File: config.mk
export PLATFORM = sky130hd
export DESIGN_NAME = aud_irq_status_unit
export DESIGN_NICKNAME = d
export VERILOG_FILES = /design/src/rtl/aud_stat_pkg.sv /design/src/rtl/aud_w1c_flag.sv /design/src/rtl/aud_status_regs.sv /design/src/rtl/aud_cfg_reg.sv /design/src/rtl/aud_fill_ctrl.sv /design/src/rtl/aud_irq_status_unit.sv
export SDC_FILE = /design/constraint.sdc
export NUM_CORES = 1
export LEC_CHECK = 0
export ABC_AREA = 0
export BUFFER_PORTS_ARGS = -buffer_cell sky130_fd_sc_hd__buf_2
export CORE_MARGIN = 8
export CORE_UTILIZATION = 31
export DETAILED_ROUTE_END_ITERATION = 12
export GPL_TIMING_DRIVEN = 0
export HOLD_SLACK_MARGIN = 0.12
export PLACE_DENSITY = 0.83
export SETUP_SLACK_MARGIN = 0.02
export SYNTH_ARGS = -nofsm -noshare
export SYNTH_HDL_FRONTEND = slang
export SYNTH_SLANG_ARGS = --single-unit
File: constraint.sdc
create_clock -name clk -period 1.62 [get_ports clk]
set_input_delay 0.405 -clock clk [delete_from_list [all_inputs] [get_ports clk]]
set_output_delay 0.405 -clock clk [all_outputs]
set_load 0.02 [all_outputs]
File: src/rtl/aud_stat_pkg.sv
package aud_stat_pkg;
  localparam int REG_W          = 32;
  localparam int ST_URUN_BIT    = 31;
  localparam int ST_DONE_BIT    = 29;
  localparam int ST_URUN_EN_BIT = 15;
  localparam int ST_DONE_EN_BIT = 14;
  localparam int CF_LINK_BIT    = 0;
  localparam int CF_SIL_BIT     = 1;
  localparam int NUM_FLAGS      = 2;
  localparam int FLAG_URUN      = 0;
  localparam int FLAG_DONE      = 1;

  typedef enum logic [1:0] {
    FILL_DATA    = 2'b00,
    FILL_SILENCE = 2'b01,
    FILL_NULL    = 2'b10
  } fill_e;
endpackage

File: src/rtl/aud_w1c_flag.sv
module aud_w1c_flag (
  input  logic clk,
  input  logic rst_n,
  input  logic set_i,
  input  logic clr_i,
  output logic q_o
);
  always_ff @(posedge clk or negedge rst_n) begin
    if (!rst_n)     q_o <= 1'b0;
    else if (set_i) q_o <= 1'b1;
    else if (clr_i) q_o <= 1'b0;
  end
endmodule

File: src/rtl/aud_status_regs.sv
module aud_status_regs
  import aud_stat_pkg::*;
#(
  parameter int W = REG_W
) (
  input  logic         clk,
  input  logic         rst_n,
  input  logic         wr_i,
  input  logic [W-1:0] wdata_i,
  input  logic         urun_evt_i,
  input  logic         done_evt_i,
  output logic [W-1:0] status_o,
  output logic         urun_o,
  output logic         done_o,
  output logic         urun_en_o,
  output logic         done_en_o
);
  logic [NUM_FLAGS-1:0] evt_v;
  logic [NUM_FLAGS-1:0] q_v;

  assign evt_v[FLAG_URUN] = urun_evt_i;
  assign evt_v[FLAG_DONE] = done_evt_i;

  for (genvar g = 0; g < NUM_FLAGS; g++) begin : g_flag
    localparam int POS = (g == FLAG_URUN) ? ST_URUN_BIT : ST_DONE_BIT;
    aud_w1c_flag u_flag (
      .clk   (clk),
      .rst_n (rst_n),
      .set_i (evt_v[g]),
      .clr_i (wr_i & wdata_i[POS]),
      .q_o   (q_v[g])
    );
  end

  always_ff @(posedge clk or negedge rst_n) begin
    if (!rst_n) begin
      urun_en_o <= 1'b0;
      done_en_o <= 1'b0;
    end else if (wr_i) begin
      urun_en_o <= wdata_i[ST_URUN_EN_BIT];
      done_en_o <= wdata_i[ST_DONE_EN_BIT];
    end
  end

  assign urun_o = q_v[FLAG_URUN];
  assign done_o = q_v[FLAG_DONE];

  always_comb begin
    status_o                 = '0;
    status_o[ST_URUN_BIT]    = urun_o;
    status_o[ST_DONE_BIT]    = done_o;
    status_o[ST_URUN_EN_BIT] = urun_en_o;
    status_o[ST_DONE_EN_BIT] = done_en_o;
  end
endmodule

File: src/rtl/aud_cfg_reg.sv
module aud_cfg_reg
  import aud_stat_pkg::*;
#(
  parameter int W = REG_W
) (
  input  logic         clk,
  input  logic         rst_n,
  input  logic         wr_i,
  input  logic [W-1:0] wdata_i,
  output logic [W-1:0] cfg_o,
  output logic         link_mode_o,
  output logic         sil_fill_o
);
  always_ff @(posedge clk or negedge rst_n) begin
    if (!rst_n) begin
      link_mode_o <= 1'b0;
      sil_fill_o  <= 1'b0;
    end else if (wr_i) begin
      link_mode_o <= wdata_i[CF_LINK_BIT];
      sil_fill_o  <= wdata_i[CF_SIL_BIT];
    end
  end

  always_comb begin
    cfg_o              = '0;
    cfg_o[CF_LINK_BIT] = link_mode_o;
    cfg_o[CF_SIL_BIT]  = sil_fill_o;
  end
endmodule

File: src/rtl/aud_fill_ctrl.sv
module aud_fill_ctrl
  import aud_stat_pkg::*;
(
  input  logic       ins_req_i,
  input  logic       smp_avail_i,
  input  logic       sil_fill_i,
  output logic       starve_o,
  output logic [1:0] fill_o
);
  fill_e fill;

  assign starve_o = ins_req_i & ~smp_avail_i;

  always_comb begin
    fill = FILL_DATA;
    if (starve_o) fill = sil_fill_i ? FILL_SILENCE : FILL_NULL;
  end

  assign fill_o = fill;
endmodule

File: src/rtl/aud_irq_status_unit.sv
module aud_irq_status_unit
  import aud_stat_pkg::*;
#(
  parameter int ADDR_W = 2
) (
  input  logic              clk,
  input  logic              rst_n,
  input  logic              reg_wr_i,
  input  logic [ADDR_W-1:0] reg_addr_i,
  input  logic [31:0]       reg_wdata_i,
  output logic [31:0]       reg_rdata_o,
  input  logic              buf_done_i,
  input  logic              ins_req_i,
  input  logic              smp_avail_i,
  output logic [1:0]        fill_sel_o,
  output logic              link_mode_o,
  output logic              irq_o
);
  localparam logic [ADDR_W-1:0] A_STATUS = ADDR_W'(0);
  localparam logic [ADDR_W-1:0] A_CFG    = ADDR_W'(1);

  logic [REG_W-1:0] status_w, cfg_w;
  logic urun_q, done_q, urun_en_q, done_en_q, sil_fill_q, starve;
  logic wr_status, wr_cfg;

  assign wr_status = reg_wr_i && (reg_addr_i == A_STATUS);
  assign wr_cfg    = reg_wr_i && (reg_addr_i == A_CFG);

  aud_fill_ctrl u_fill (
    .ins_req_i   (ins_req_i),
    .smp_avail_i (smp_avail_i),
    .sil_fill_i  (sil_fill_q),
    .starve_o    (starve),
    .fill_o      (fill_sel_o)
  );

  aud_status_regs #(.W(REG_W)) u_status (
    .clk        (clk),
    .rst_n      (rst_n),
    .wr_i       (wr_status),
    .wdata_i    (reg_wdata_i),
    .urun_evt_i (starve),
    .done_evt_i (buf_done_i),
    .status_o   (status_w),
    .urun_o     (urun_q),
    .done_o     (done_q),
    .urun_en_o  (urun_en_q),
    .done_en_o  (done_en_q)
  );

  aud_cfg_reg #(.W(REG_W)) u_cfg (
    .clk         (clk),
    .rst_n       (rst_n),
    .wr_i        (wr_cfg),
    .wdata_i     (reg_wdata_i),
    .cfg_o       (cfg_w),
    .link_mode_o (link_mode_o),
    .sil_fill_o  (sil_fill_q)
  );

  always_comb begin
    unique case (reg_addr_i)
      A_STATUS: reg_rdata_o = status_w;
      A_CFG:    reg_rdata_o = cfg_w;
      default:  reg_rdata_o = '0;
    endcase
  end

  assign irq_o = (urun_q & urun_en_q) | (done_q & done_en_q);
endmodule

== Word level (Yosys, flattened, before mapping) ==
Index checks and enable logic that the tools add are counted.

* Flip-flop bits (word level): 6
* Input bits: 40
* Output and inout bits: 36
* Word-level logic and storage cells: 26

* Eq/ne operators: 1
* Muxes and demuxes: 7
* Bitwise operators: 7
* Reduce and logical (&&, ||, !) cells: 5

{| class="wikitable"
|+ Operator list
! operator !! count
|-
| $pmux W32 S2 || 1
|-
| $and A1 B1 Y1 || 5
|-
| $mux W1 || 4
|-
| $mux W2 || 2
|-
| $reduce_bool A2 Y1 || 2
|-
| $eq A2 B1 Y1 const B || 1
|-
| $logic_and A1 B1 Y1 || 2
|-
| $logic_not A2 Y1 || 1
|-
| $not A1 Y1 || 1
|-
| $or A1 B1 Y1 || 1
|}

== Logic depth before layout (Yosys ltp) ==
* Depth after elaboration: 5
* Mapped depth: 2
* Depth with buffers taken out: 2

== By module ==
A second synthesis with hierarchy kept.

* Cells, all modules: 160
* Area total of the unflattened synthesis: 1302.5 um^2

{| class="wikitable"
|+ By module, submodules not included
! module !! times used !! cells an instance !! area an instance (um^2) !! seq. area each (um^2)
|-
| aud_irq_status_unit || 1 || 75 || 554.3 || 0.0
|-
| aud_status_regs || 1 || 39 || 331.6 || 50.0
|-
| aud_cfg_reg || 1 || 37 || 316.6 || 50.0
|-
| aud_w1c_flag || 2 || 3 || 36.3 || 25.0
|-
| aud_fill_ctrl || 1 || 3 || 27.5 || 0.0
|}

== Least setup slack after synthesis ==
No wires, ideal clock.

* Path type: input -> output
* From: input port reg_addr_i[0]
* To: output port reg_rdata_o[1]
* Arrival time: 0.926 ns
* Required time: 1.215 ns
* Slack: 0.289 ns
* Cell stages on the path: 1
* Buffers on the path: 0
* Cell sequence: nor3b_1

* Longest elaborated chain between the ends: 2
* Elaborated cells on any way between the ends: 3
* Classes of those cells: eq/ne: 1; mux: 1; reduce/logical: 1

{| class="wikitable"
|+ Ends and longest elaborated chain
! element !! line !! text
|-
| start: declaration || aud_irq_status_unit.sv:9 || <nowiki>input logic [ADDR_W-1:0] reg_addr_i,</nowiki>
|-
| $eq A2 B1 Y1 / $logic_not A2 Y1 (equally long branches) || aud_irq_status_unit.sv:62 || <nowiki>unique case (reg_addr_i)</nowiki>
|-
| $pmux W32 S2 (*) || aud_irq_status_unit.sv:62 ||
|-
| end: declaration || aud_irq_status_unit.sv:11 || <nowiki>output logic [31:0] reg_rdata_o,</nowiki>
|}

Every way passes the cells marked *; elsewhere a longest branch is shown, timed or not.

== Worst setup path after layout ==
* From: register u_cfg.sil_fill_o
* To: output port reg_rdata_o[1]

* Longest elaborated chain between the ends: 1

{| class="wikitable"
|+ Ends and longest elaborated chain
! element !! line !! text
|-
| start: declaration || aud_cfg_reg.sv:12 || <nowiki>output logic sil_fill_o</nowiki>
|-
| start signal: assignment || aud_cfg_reg.sv:20 || <nowiki>sil_fill_o <= wdata_i[CF_SIL_BIT];</nowiki>
|-
| $pmux W32 S2 || aud_irq_status_unit.sv:62 ||
|}

No other way between the ends.

==> metrics.txt <==
# TYPE chip_impl_metric gauge
chip_impl_info{name="rsz_0062_raised_after_global_routing",value="false"} 1
chip_impl_metric{name="grt_antenna_before_repair",unit=""} 0
chip_impl_metric{name="grt_max_degree",unit=""} 8
chip_impl_metric{name="synth_seq_area_share",unit="%"} 28.8
chip_impl_metric{name="synth_compound_gate_area_share",unit="%"} 3.85
chip_impl_metric{name="antenna_cells_inserted",unit=""} 0
chip_impl_metric{name="post_synth_instance_area",unit="µm²"} 520
chip_impl_metric{name="clock-sinks",unit=""} 6
chip_impl_metric{name="areaGrowthSynthToFinish",unit="%"} 50.5
chip_impl_metric{name="drt_first_iter_violations",unit=""} 1
chip_impl_metric{name="vias_cell",unit=""} 3.58
chip_impl_metric{name="placeableCoreArea",unit="µm²"} 1650
chip_impl_metric{name="dieArea",unit="µm²"} 3250
chip_impl_info{name="path_cells",value="inv_1, nor3b_1, buf_2"} 1
chip_impl_metric{name="timing.final.max_slew_violations",unit=""} 0
chip_impl_metric{name="synth.yosys.warnings",unit=""} 0
chip_impl_metric{name="yosys.area_share.simple",unit="%"} 18.3
chip_impl_metric{name="worstRegToRegCells",unit=""} 1
chip_impl_info{name="critical_path.slowest_cell",value="sky130_fd_sc_hd__dfrtp_1"} 1
chip_impl_info{name="tritoncts",value="built"} 1
chip_impl_metric{name="via_count_of_the_first_global_routing_pass",unit=""} 452
chip_impl_metric{name="die_y",unit="µm"} 57.0
chip_impl_metric{name="synth_top_cell_area_share",unit="%"} 37.5
chip_impl_metric{name="rows",unit=""} 15
chip_impl_metric{name="place_congestion",unit=""} 0.718
chip_impl_metric{name="layout_min_cycle_time",unit="ns"} 1.44
chip_impl_metric{name="cellPowerDensity",unit="nW/µm²"} 705
chip_impl_metric{name="clock.fmax",unit="MHz"} 696
chip_impl_metric{name="final_nets",unit=""} 151
chip_impl_metric{name="number_of_h_tree_levels",unit=""} 1
chip_impl_metric{name="ir_worst_vdd",unit="µV"} 247
chip_impl_metric{name="post_synth_mux_area_share",unit="%"} 8.65
chip_impl_info{name="run_status",value="finished, final reports clean"} 1
chip_impl_metric{name="layout_worst_path_cycle_share",unit="%"} 88.7
chip_impl_metric{name="setup-tns-final",unit="ns"} 0
chip_impl_info{name="critical_path.startpoint",value="u_cfg.sil_fill_o"} 1
chip_impl_metric{name="gate_count_after_technology_mapping",unit=""} 57
chip_impl_metric{name="detailed_place_hpwl",unit="µm"} 1210
chip_impl_metric{name="grt_pass1_wl",unit="µm"} 1890
chip_impl_metric{name="synth-seq-cells",unit=""} 6
chip_impl_metric{name="clkSlewWorstSetupHoldPaths",unit="ns"} 0.04
chip_impl_metric{name="detailedRoute.firstPassIterationCount",unit=""} 3
chip_impl_info{name="hold_path.class",value="in -> reg"} 1
chip_impl_info{name="startpoint_kind_of_the_worst_setup_timing_path",value="flip-flop"} 1
chip_impl_info{name="critical_path.endpoint_type",value="output pin"} 1
chip_impl_metric{name="cts_post_setup_buffers_inserted",unit=""} 0
chip_impl_info{name="worstSetupEndpoint",value="reg_rdata_o[1]"} 1
chip_impl_metric{name="grt.overflow.total",unit=""} 0
chip_impl_metric{name="final_cells",unit=""} 126
chip_impl_metric{name="async_flop_share",unit="%"} 100
chip_impl_metric{name="post-route-worst-setup-slack",unit="ns"} 0.183
chip_impl_metric{name="finClkSkew",unit="ns"} 0
chip_impl_info{name="root_buffer",value="sky130_fd_sc_hd__clkbuf_4"} 1
chip_impl_info{name="worstReg2RegEnd",value="u_cfg.sil_fill_o"} 1
chip_impl_metric{name="post_drt_wl_per_cell",unit="µm"} 10.0
chip_impl_metric{name="ratio_of_cells_with_drive_above_1_in_the_final_layout",unit="%"} 54.1
chip_impl_metric{name="drc",unit=""} 0
chip_impl_metric{name="max_cap_viol_count",unit=""} 0
chip_impl_metric{name="io-pin-count",unit=""} 76
chip_impl_metric{name="worst_skew_pair.late_latency",unit="ns"} 0.24
chip_impl_metric{name="synth_xor_xnor_area_share",unit="%"} 0
chip_impl_metric{name="cp_slowest_stage_delay",unit="ns"} 0.36
chip_impl_metric{name="cp.required",unit="ns"} 1.21
chip_impl_metric{name="route.final.wire_length",unit="µm"} 1260
chip_impl_metric{name="vias",unit=""} 451
chip_impl_metric{name="path_max_fanout",unit=""} 3
chip_impl_metric{name="setup.reg_to_reg.worst_slack",unit="ns"} 0.85
chip_impl_info{name="r2r_start",value="u_cfg.sil_fill_o"} 1
chip_impl_info{name="final_cell_mix",value="sky130_fd_sc_hd__buf_4 (26), sky130_fd_sc_hd__conb_1 (26), sky130_fd_sc_hd__buf_2 (23), sky130_fd_sc_hd__dfrtp_1 (6)"} 1
chip_impl_metric{name="synth_edf_count",unit=""} 0
chip_impl_metric{name="initial_utilization",unit="%"} 31.5
chip_impl_info{name="synth.area.top_cells",value="sky130_fd_sc_hd__buf_4 (38%), sky130_fd_sc_hd__dfrtp_1 (29%), sky130_fd_sc_hd__mux2_2 (8.7%)"} 1
chip_impl_info{name="yosys.area.top_type",value="sky130_fd_sc_hd__buf_4"} 1
chip_impl_metric{name="leakage_power_figure",unit="nW"} 0.486
chip_impl_metric{name="cts_made_buffers",unit=""} 3
chip_impl_info{name="synth_ff_type",value="sky130_fd_sc_hd__dfrtp_1"} 1
chip_impl_metric{name="synthesis.area_per_instance",unit="µm²"} 9.13
chip_impl_metric{name="finalHoldViolations",unit=""} 0
chip_impl_info{name="path_class",value="reg -> out"} 1
chip_impl_metric{name="yosys.cell_types.count",unit=""} 17
chip_impl_metric{name="fp.dieW",unit="µm"} 57.0
chip_impl_metric{name="grt_usage",unit="%"} 7.24
chip_impl_metric{name="synthAdderAreaFrac",unit="%"} 0
chip_impl_metric{name="setup_viol_count_final",unit=""} 0
chip_impl_info{name="synth_top_family_by_area",value="buffers and inverters"} 1
chip_impl_metric{name="final.hold.worst_slack",unit="ns"} 0.353
chip_impl_metric{name="placedCellCount",unit=""} 122
chip_impl_metric{name="postRouteAntennaNets",unit=""} 0
chip_impl_metric{name="clock_tree.buffer_depth",unit=""} 2
chip_impl_metric{name="io_buffers",unit=""} 23
chip_impl_metric{name="placement.setup.worst_slack",unit="ns"} 0.229
chip_impl_metric{name="cp_data_arrival_time",unit="ns"} 1.03
-- where the power goes --
group	internal [mW]	leakage, nW	switching, mW	total, mW
combinational	0.102	0.406	0.132	0.234
clock	0.0835	0.0138	0.0488	0.132
sequential	0.173	0.0662	0.0138	0.186
total	0.358	0.486	0.195	0.552
-- flip-flops by register name, indices dropped and copies added, names as in the netlist --
register	count
u_status.done_en_o	1
u_cfg.link_mode_o	1
u_status.g_flag.u_flag.q_o	2
u_cfg.sil_fill_o	1
u_status.urun_en_o	1
-- area by class of cell --
| cell class | count | area (µm²) |
|---|---|---|
| clock buffers | 3 | 22.5 |
| repair buffers | 24 | 125 |
| plain buffers | 26 | 195 |
| multi-input cells | 47 | 258 |
| flip-flops and latches | 6 | 150 |
| fillers | 151 | 868 |
| well taps | 17 | 21.3 |
| inverters | 3 | 11.3 |
-- kinds of logic after synthesis --
| kind of cell | Yosys count |
|---|---|
| AOI/OAI and AO/OA | 3 |
| muxes | 4 |
| DFF | 6 |
| and+or+nand+nor | 14 |
| other | 1 |
| buffers and inverters | 29 |
-- how the worst min path moves through the flow --
stage / end / slack [ns] / cells after the start / from
CTS: u_status.g_flag[1].u_flag.q_o / 0.34 / 2 / reg_wdata_i[29]
finish: u_status.g_flag[1].u_flag.q_o / 0.35 / 2 / reg_wdata_i[29]
detailed placement: u_status.g_flag[1].u_flag.q_o / 0.23 / 1 / rst_n
floorplan: u_cfg.link_mode_o / 0.11 / 0 / rst_n
global route: u_status.g_flag[1].u_flag.q_o / 0.35 / 2 / reg_wdata_i[29]
global placement: u_status.g_flag[1].u_flag.q_o / 0.23 / 1 / rst_n
-- what timing repair did --
item,CTS,global route
hold buffers,1,0
resized for setup,0,0
endpoints found under the hold margin,6,0
-- per-stage QoR --
stage,utilization [%],instance area [µm²],power (mW)
2_1_floorplan,-,614,0.363
3_3_place_gp,45.5,751,0.415
3_5_place_dp,45.5,751,0.419
4_1_cts,47.4,783,0.559
5_1_grt,47.4,783,0.597
6_report,47.4,783,0.552
-- synthesized netlist by cell type (all sizes together), types with 2 or more instances --
master  instances
and2            3
buf            26
dfrtp           6
inv             3
mux2            4
nor2            4
nor3b           2
-- worst max-delay path, delay by kind of cell, from the launching register on --
| family | cells | cell delay, ns |
|---|---|---|
| AND/OR/NAND/NOR | 1 | 0.18 |
| buffers and inverters | 2 | 0.25 |
| flip-flops | 1 | 0.36 |
-- layer usage --
metal,part of all wire (%),track usage [%],vias to the layer above
met5,0,0,-
met4,0,4.03,0
met3,17,6.43,0
met2,56,12.9,24
met1,27,4.79,190
li1,-,-,237
Note: power is estimated with default switching activity, not from simulation.
